--- config.mk ---
export PLATFORM = sky130hd
export DESIGN_NAME = mbus_cycle_ctrl
export DESIGN_NICKNAME = d
export VERILOG_FILES = /design/src/rtl/mbc_pkg.sv /design/src/rtl/mbc_rst_sync.sv /design/src/rtl/mbc_fetch_ptr.sv /design/src/rtl/mbc_seq.sv /design/src/rtl/mbc_bus_drv.sv /design/src/rtl/mbus_cycle_ctrl.sv
export SDC_FILE = /design/constraint.sdc
export NUM_CORES = 1
export LEC_CHECK = 0
export ABC_CLOCK_PERIOD_IN_PS = 2100
export BUFFER_PORTS_ARGS = -buffer_cell sky130_fd_sc_hd__buf_2
export CAP_MARGIN = 40
export CORE_MARGIN = 3
export CORE_UTILIZATION = 52
export DETAILED_ROUTE_END_ITERATION = 16
export PLACE_DENSITY = 0.8
export SLEW_MARGIN = 20
export SYNTH_ARGS = -nofsm -noshare
export SYNTH_HDL_FRONTEND = slang
export SYNTH_SLANG_ARGS = --single-unit
--- constraint.sdc ---
create_clock -name clk_i -period 2.1 [get_ports clk_i]
set_input_delay 0.315 -clock clk_i [delete_from_list [all_inputs] [get_ports clk_i]]
set_output_delay 0.315 -clock clk_i [all_outputs]
set_load 0.1 [all_outputs]
--- src/rtl/mbc_pkg.sv ---
package mbc_pkg;

   typedef enum logic [2:0] {
      ST_RST  = 3'd0,
      ST_IDLE = 3'd1,
      ST_T1   = 3'd2,
      ST_T2   = 3'd3,
      ST_TW   = 3'd4,
      ST_T3   = 3'd5,
      ST_HOLD = 3'd6
   } mbc_state_e;

endpackage

--- src/rtl/mbc_rst_sync.sv ---
module mbc_rst_sync #(
   parameter int STAGES = 2
) (
   input  logic clk_i,
   input  logic rst_n_i,
   output logic rst_n_o
);
   generate
      if (STAGES < 2) begin : g_bad
         $error("mbc_rst_sync: STAGES must be at least 2");
      end
   endgenerate

   logic [STAGES-1:0] chain_q;

   // assert at once, release after STAGES clocks
   always_ff @(posedge clk_i or negedge rst_n_i) begin
      if (!rst_n_i) chain_q <= '0;
      else          chain_q <= {chain_q[STAGES-2:0], 1'b1};
   end

   assign rst_n_o = chain_q[STAGES-1];
endmodule

--- src/rtl/mbc_fetch_ptr.sv ---
module mbc_fetch_ptr #(
   parameter int ADDR_W = 16
) (
   input  logic              clk_i,
   input  logic              rst_n_i,
   input  logic              step_i,
   output logic [ADDR_W-1:0] pc_o
);
   always_ff @(posedge clk_i or negedge rst_n_i) begin
      if (!rst_n_i)    pc_o <= '0;
      else if (step_i) pc_o <= pc_o + 1'b1;
   end


   pc_step_chk: assert property (@(posedge clk_i) disable iff (!rst_n_i)
      step_i |=> (pc_o == $past(pc_o) + 1'b1));
endmodule

--- src/rtl/mbc_seq.sv ---
module mbc_seq
   import mbc_pkg::*;
#(
   parameter int ADDR_W = 16,
   parameter int DATA_W = 8
) (
   input  logic              clk_i,
   input  logic              rst_n_i,
   input  logic              req_i,
   input  logic              req_fetch_i,
   input  logic              req_wr_i,
   input  logic              req_io_i,
   input  logic [ADDR_W-1:0] req_addr_i,
   input  logic [DATA_W-1:0] req_wdata_i,
   input  logic [ADDR_W-1:0] pc_i,
   input  logic              ready_i,
   input  logic              hold_i,
   input  logic [DATA_W-1:0] ad_i,
   output mbc_state_e        state_o,
   output logic [ADDR_W-1:0] op_addr_o,
   output logic              op_wr_o,
   output logic              op_io_o,
   output logic [DATA_W-1:0] op_wdata_o,
   output logic              req_ack_o,
   output logic              fetch_step_o,
   output logic              done_o,
   output logic [DATA_W-1:0] rdata_o
);
   mbc_state_e st_q, st_d;
   logic       take;

   assign take         = (st_q == ST_IDLE) && req_i && !hold_i;
   assign req_ack_o    = take;
   assign fetch_step_o = take && req_fetch_i;
   assign state_o      = st_q;

   always_comb begin
      st_d = st_q;
      unique case (st_q)
         ST_RST:  st_d = ST_IDLE;
         ST_IDLE: begin
            if (hold_i)     st_d = ST_HOLD;
            else if (req_i) st_d = ST_T1;
         end
         ST_T1:   st_d = ST_T2;
         ST_T2,
         ST_TW:   st_d = ready_i ? ST_T3 : ST_TW;
         ST_T3:   st_d = ST_IDLE;
         ST_HOLD: if (!hold_i) st_d = ST_IDLE;
         default: st_d = ST_IDLE;
      endcase
   end

   always_ff @(posedge clk_i or negedge rst_n_i) begin
      if (!rst_n_i) begin
         st_q       <= ST_RST;
         op_addr_o  <= '0;
         op_wr_o    <= 1'b0;
         op_io_o    <= 1'b0;
         op_wdata_o <= '0;
         done_o     <= 1'b0;
         rdata_o    <= '0;
      end else begin
         st_q   <= st_d;
         done_o <= (st_q == ST_T3);
         if (take) begin
            op_addr_o  <= req_fetch_i ? pc_i : req_addr_i;
            op_wr_o    <= req_wr_i && !req_fetch_i;
            op_io_o    <= req_io_i && !req_fetch_i;
            op_wdata_o <= req_wdata_i;
         end
         if ((st_q == ST_T3) && !op_wr_o) rdata_o <= ad_i;
      end
   end


   wait_stretch_chk: assert property (@(posedge clk_i) disable iff (!rst_n_i)
      ((st_q == ST_T2 || st_q == ST_TW) && !ready_i) |=> (st_q == ST_TW));


   done_pulse_chk: assert property (@(posedge clk_i) disable iff (!rst_n_i)
      done_o |=> !done_o);


   one_ack_chk: assert property (@(posedge clk_i) disable iff (!rst_n_i)
      req_ack_o |=> (!req_ack_o && st_q == ST_T1));
endmodule

--- src/rtl/mbc_bus_drv.sv ---
module mbc_bus_drv
   import mbc_pkg::*;
#(
   parameter int ADDR_W          = 16,
   parameter int DATA_W          = 8,
   parameter bit IDLE_ADDR_DRIVE = 1'b1
) (
   input  logic              clk_i,
   input  logic              rst_n_i,
   input  mbc_state_e        state_i,
   input  logic [ADDR_W-1:0] op_addr_i,
   input  logic              op_wr_i,
   input  logic              op_io_i,
   input  logic [DATA_W-1:0] op_wdata_i,
   output logic [DATA_W-1:0] ad_o,
   output logic              ad_oe_o,
   output logic [ADDR_W-DATA_W-1:0] a_hi_o,
   output logic              a_hi_oe_o,
   output logic              ale_o,
   output logic              rd_n_o,
   output logic              wr_n_o,
   output logic              iom_o,
   output logic              ctl_oe_o,
   output logic              hlda_o
);
   localparam int LO_W = DATA_W;

   logic idle_hi_oe;

   generate
      if (IDLE_ADDR_DRIVE) begin : g_idle_drive
         assign idle_hi_oe = 1'b1;
      end else begin : g_idle_float
         assign idle_hi_oe = 1'b0;
      end
   endgenerate

   always_comb begin
      ad_o      = op_addr_i[LO_W-1:0];
      ad_oe_o   = 1'b0;
      a_hi_o    = op_addr_i[ADDR_W-1:LO_W];
      a_hi_oe_o = 1'b1;
      ale_o     = 1'b0;
      rd_n_o    = 1'b1;
      wr_n_o    = 1'b1;
      iom_o     = op_io_i;
      ctl_oe_o  = 1'b1;
      hlda_o    = 1'b0;
      unique case (state_i)
         ST_RST: begin
            a_hi_oe_o = 1'b0;
            ctl_oe_o  = 1'b0;
            iom_o     = 1'b0;
         end
         ST_HOLD: begin
            a_hi_oe_o = 1'b0;
            ctl_oe_o  = 1'b0;
            hlda_o    = 1'b1;
         end
         ST_IDLE: a_hi_oe_o = idle_hi_oe;
         ST_T1: begin
            ale_o   = 1'b1;
            ad_oe_o = 1'b1;
         end
         ST_T2, ST_TW, ST_T3: begin
            if (op_wr_i) begin
               wr_n_o  = 1'b0;
               ad_o    = op_wdata_i;
               ad_oe_o = 1'b1;
            end else begin
               rd_n_o  = 1'b0;
            end
         end
         default: ;
      endcase
   end


   ale_pulse_chk: assert property (@(posedge clk_i) disable iff (!rst_n_i)
      ale_o |=> (!ale_o && (!rd_n_o || !wr_n_o)));


   strobe_excl_chk: assert property (@(posedge clk_i) disable iff (!rst_n_i)
      !(!rd_n_o && !wr_n_o));


   iom_stable_chk: assert property (@(posedge clk_i) disable iff (!rst_n_i)
      (!rd_n_o || !wr_n_o) |-> ($stable(iom_o) && $stable(a_hi_o)));


   hold_float_chk: assert property (@(posedge clk_i) disable iff (!rst_n_i)
      hlda_o |-> (!ad_oe_o && !a_hi_oe_o && !ctl_oe_o));
endmodule

--- src/rtl/mbus_cycle_ctrl.sv ---
module mbus_cycle_ctrl
   import mbc_pkg::*;
#(
   parameter int ADDR_W          = 16,
   parameter int DATA_W          = 8,
   parameter int RST_STAGES      = 2,
   parameter bit IDLE_ADDR_DRIVE = 1'b1
) (
   input  logic                     clk_i,
   input  logic                     rst_n_i,
   output logic                     rst_out_o,
   input  logic                     req_i,
   input  logic                     req_fetch_i,
   input  logic                     req_wr_i,
   input  logic                     req_io_i,
   input  logic [ADDR_W-1:0]        req_addr_i,
   input  logic [DATA_W-1:0]        req_wdata_i,
   output logic                     req_ack_o,
   output logic                     done_o,
   output logic [DATA_W-1:0]        rdata_o,
   output logic [DATA_W-1:0]        ad_o,
   output logic                     ad_oe_o,
   input  logic [DATA_W-1:0]        ad_i,
   output logic [ADDR_W-DATA_W-1:0] a_hi_o,
   output logic                     a_hi_oe_o,
   output logic                     ale_o,
   output logic                     rd_n_o,
   output logic                     wr_n_o,
   output logic                     iom_o,
   output logic                     ctl_oe_o,
   input  logic                     ready_i,
   input  logic                     hold_i,
   output logic                     hlda_o
);
   generate
      if (ADDR_W <= DATA_W) begin : g_bad_w
         $error("mbus_cycle_ctrl: ADDR_W must exceed DATA_W");
      end
   endgenerate

   logic              rst_int_n;
   logic [ADDR_W-1:0] pc;
   logic              fetch_step;
   mbc_state_e        state;
   logic [ADDR_W-1:0] op_addr;
   logic              op_wr;
   logic              op_io;
   logic [DATA_W-1:0] op_wdata;

   mbc_rst_sync #(.STAGES(RST_STAGES)) u_rst (
      .clk_i   (clk_i),
      .rst_n_i (rst_n_i),
      .rst_n_o (rst_int_n)
   );

   assign rst_out_o = !rst_int_n;

   mbc_fetch_ptr #(.ADDR_W(ADDR_W)) u_pc (
      .clk_i   (clk_i),
      .rst_n_i (rst_int_n),
      .step_i  (fetch_step),
      .pc_o    (pc)
   );

   mbc_seq #(.ADDR_W(ADDR_W), .DATA_W(DATA_W)) u_seq (
      .clk_i        (clk_i),
      .rst_n_i      (rst_int_n),
      .req_i        (req_i),
      .req_fetch_i  (req_fetch_i),
      .req_wr_i     (req_wr_i),
      .req_io_i     (req_io_i),
      .req_addr_i   (req_addr_i),
      .req_wdata_i  (req_wdata_i),
      .pc_i         (pc),
      .ready_i      (ready_i),
      .hold_i       (hold_i),
      .ad_i         (ad_i),
      .state_o      (state),
      .op_addr_o    (op_addr),
      .op_wr_o      (op_wr),
      .op_io_o      (op_io),
      .op_wdata_o   (op_wdata),
      .req_ack_o    (req_ack_o),
      .fetch_step_o (fetch_step),
      .done_o       (done_o),
      .rdata_o      (rdata_o)
   );

   mbc_bus_drv #(
      .ADDR_W          (ADDR_W),
      .DATA_W          (DATA_W),
      .IDLE_ADDR_DRIVE (IDLE_ADDR_DRIVE)
   ) u_drv (
      .clk_i      (clk_i),
      .rst_n_i    (rst_int_n),
      .state_i    (state),
      .op_addr_i  (op_addr),
      .op_wr_i    (op_wr),
      .op_io_i    (op_io),
      .op_wdata_i (op_wdata),
      .ad_o       (ad_o),
      .ad_oe_o    (ad_oe_o),
      .a_hi_o     (a_hi_o),
      .a_hi_oe_o  (a_hi_oe_o),
      .ale_o      (ale_o),
      .rd_n_o     (rd_n_o),
      .wr_n_o     (wr_n_o),
      .iom_o      (iom_o),
      .ctl_oe_o   (ctl_oe_o),
      .hlda_o     (hlda_o)
   );


   hlda_release_chk: assert property (@(posedge clk_i) disable iff (!rst_int_n)
      (hlda_o && !hold_i) |=> (!hlda_o && ctl_oe_o && !ale_o));


   hold_no_ack_chk: assert property (@(posedge clk_i) disable iff (!rst_int_n)
      hlda_o |-> !req_ack_o);
endmodule

==> results.ini <==
[timing]
post-route-period-util_pct=98.9
worstMarginPinSlew_ns=0.666
period_minus_slack_ns=2.08
finalSetupTns_ns=0
skew_ns=0.00753
rsz0062_at_grt=yes
maxSlewViolCount=0
relSlewSlack_pct=55.6
finalSetupViolCount=0
maxClockFrequency_ghz=0.482
finalHoldViolCount=0

[die]
die_w_um=77.4
die_y_um=77.4
initial_core_util_pct=55.1
rows=25
fp.coreArea_um2=4820
die-area_um2=6000
pin_count=75

[cells_and_area]
final_cell_area_um2=3540
area_growth_pct=33.4
seqCellArea_um2=1400
drive_above_1_share_pct=43.5
num-nets-final=348
multiInputGateArea_um2=1230
fillCellCount=358
n_antenna_cell=0

[route]
postRouteAntennaNets=0
post_drt_wl_per_cell_um=15.0
routed_wl_um=5640
drt-initial-drc-count=91
drc_errors=0
via_per_inst=5.15
vias=1933
drt_first_pass_iters=4

[place]
io_buffers=74
place_area_um2=3110
dpl.hpwl_um=3790
routabilityCongestion=0.722

[synthesis]
synth_top_family_by_area=multiplexers
synth.most_common_cell=dfrtp_1
synth_xor_xnor_area_share_pct=4.95
ys_async_sr_fraction_pct=100
yosysWarnings=0
synth-compound-area-share_pct=5.14
synthFlopType=dfrtp_1
yosysTopAreaCell=dfrtp_1
syn_nets=269
synthDistinctLibCells=32
synthTopCellsByArea=dfrtp_1 (53%), mux2_2 (11%), mux2i_1 (6.4%), xnor2_1 (4.0%), a21oi_1 (3.4%)
synth-adder-area-share_pct=0.471
yosys.area_share.simple_pct=14.5
ys_ff_latch=56
synth_cells=228
avgSynthCellArea_um2=11.6
synth_edf_count=0
synthMuxAreaShare_pct=17.0
yosysTopAreaCellShare_pct=52.8
synth_area_um2=2650
yosysSeqAreaShare_pct=52.8
yosys-top-cells-count=dfrtp_1 (56), mux2_2 (25), nor2_1 (20)

[setup_path]
worstSetupStartpointType=register
rrSetupSlack_ns=0.17
crit_fanout=5
crit_required_ns=1.78
worstPathArrival_ns=1.76
criticalPathCategory=register to output pin
crit_path_end_kind=output pin

[worst_hold_path]
hold_class=input port to register

[global_route]
grt_max_degree=55
grt_usage_pct=19.4
grt_overflow=0
grt_pass1_wl_um=9200
grt_pass1_vias=1909
antenna_found_initial=0

[clock_tree]
clk_latency_ns=0.32
cts_tree=done
clockBufferDepth=2
cts_sinks=56
clkTransAtPathRegs_ns=0.10
cts_buffers=5
htree_levels=2
root_buffer=clkbuf_8

[status]
status=complete, no violations

[flow_run]
max_cap_violations=0

-- cells in the final DEF (no fill, tap or decap), types with 3 or more instances in the layout --
master	n
nor2_1	19
nand3_1	9
buf_2	60
mux2i_1	17
nand2b_1	3
xnor2_1	12
mux2_2	17
mux2_4	8
and3_1	4
inv_1	4
dfrtp_1	54
buf_4	11
buf_12	14
xor2_1	3
nor2b_1	3
nand2_1	7
a21oi_1	18
nand4_1	5
clkbuf_8	5
o21ai_0	5
-- timing repair --
item / CTS / global route
setup buffers: 3 / 3
hold endpoints to repair: 2 / 0
resized for setup: 24 / 38
setup endpoints to repair: 11 / 11
pin swaps: 3 / 2
cloned: 2 / 0
hold buffers: 1 / 0
-- worst max-delay path, stage by stage (launching register included) --
cell	delay, ns
dfrtp_1	0.45
buf_6	0.14
a21o_4	0.24
nand2_8	0.12
mux2_4	0.33
buf_12	0.17
-- cell type report --
cell class | count | share of cell area, %
clock buffers | 5 | 1.94
clock inverters | 3 | 1.31
inverters | 4 | 0.424
multi-input cells | 152 | 34.6
flip-flops and latches | 56 | 39.7
well taps | 67 | 2.37
repair buffers | 88 | 19.7
-- sequential cells by signal, summed over array words and instances (netlist names) --
name              flops
u_seq.op_addr_o      16
u_seq.rdata_o         8
u_seq.done_o          1
u_rst.chain_q         2
u_pc.pc_o            16
u_seq.op_wdata_o      8
u_seq.state_o         3
u_seq.op_io_o         1
u_seq.op_wr_o         1
-- final timing paths --
check / from / endpoint / depth (start not counted)
hold / removal: ad_i[3] / u_seq.rdata_o[3] / 2
setup / recovery: u_seq.state_o[1] / ad_o[5] / 5
hold reg to reg: u_rst.chain_q[0] / u_rst.chain_q[1] / 0
max in group asynchronous: u_rst.chain_q[1] / u_seq.state_o[2] / 1
setup reg to reg: u_seq.state_o[1] / u_pc.pc_o[1] / 6
min in group asynchronous: rst_n_i / u_rst.chain_q[1] / 2
-- stage by stage --
stage               util (%)  instances  hold WS, ns  setup WS, ns
floorplan                  -        228       0.0194        -0.316
global placement        64.6        358        0.101         0.270
detailed placement      64.6        358        0.102         0.176
CTS                     69.8        372        0.214       -0.0295
global route            73.5        375        0.220       -0.0269
finish                  73.5        375        0.216        0.0241
-- logic make-up (layout without fill, tap and decap cells) --
logic type	Yosys count	after routing
xor gates and xnor gates	15	15
muxes	42	42
other	1	1
AOI/OAI and AO/OA	26	26
and+or+nand+nor	65	67
adders and majority gates	1	1
buffers and inverters	22	100
DFF	56	56
-- layer usage --
| layer | GRT usage, % | up-vias | share of wire (%) |
|---|---|---|---|
| li1 | - | 933 | - |
| met1 | 26.5 | 931 | 46 |
| met2 | 30.1 | 61 | 46 |
| met3 | 5.22 | 8 | 6.7 |
| met4 | 6.58 | 0 | 1.3 |
| met5 | 0 | - | 0 |
Power is not shown: default switching activity piles up to over one toggle a cycle in this logic, so the estimate is an artifact.
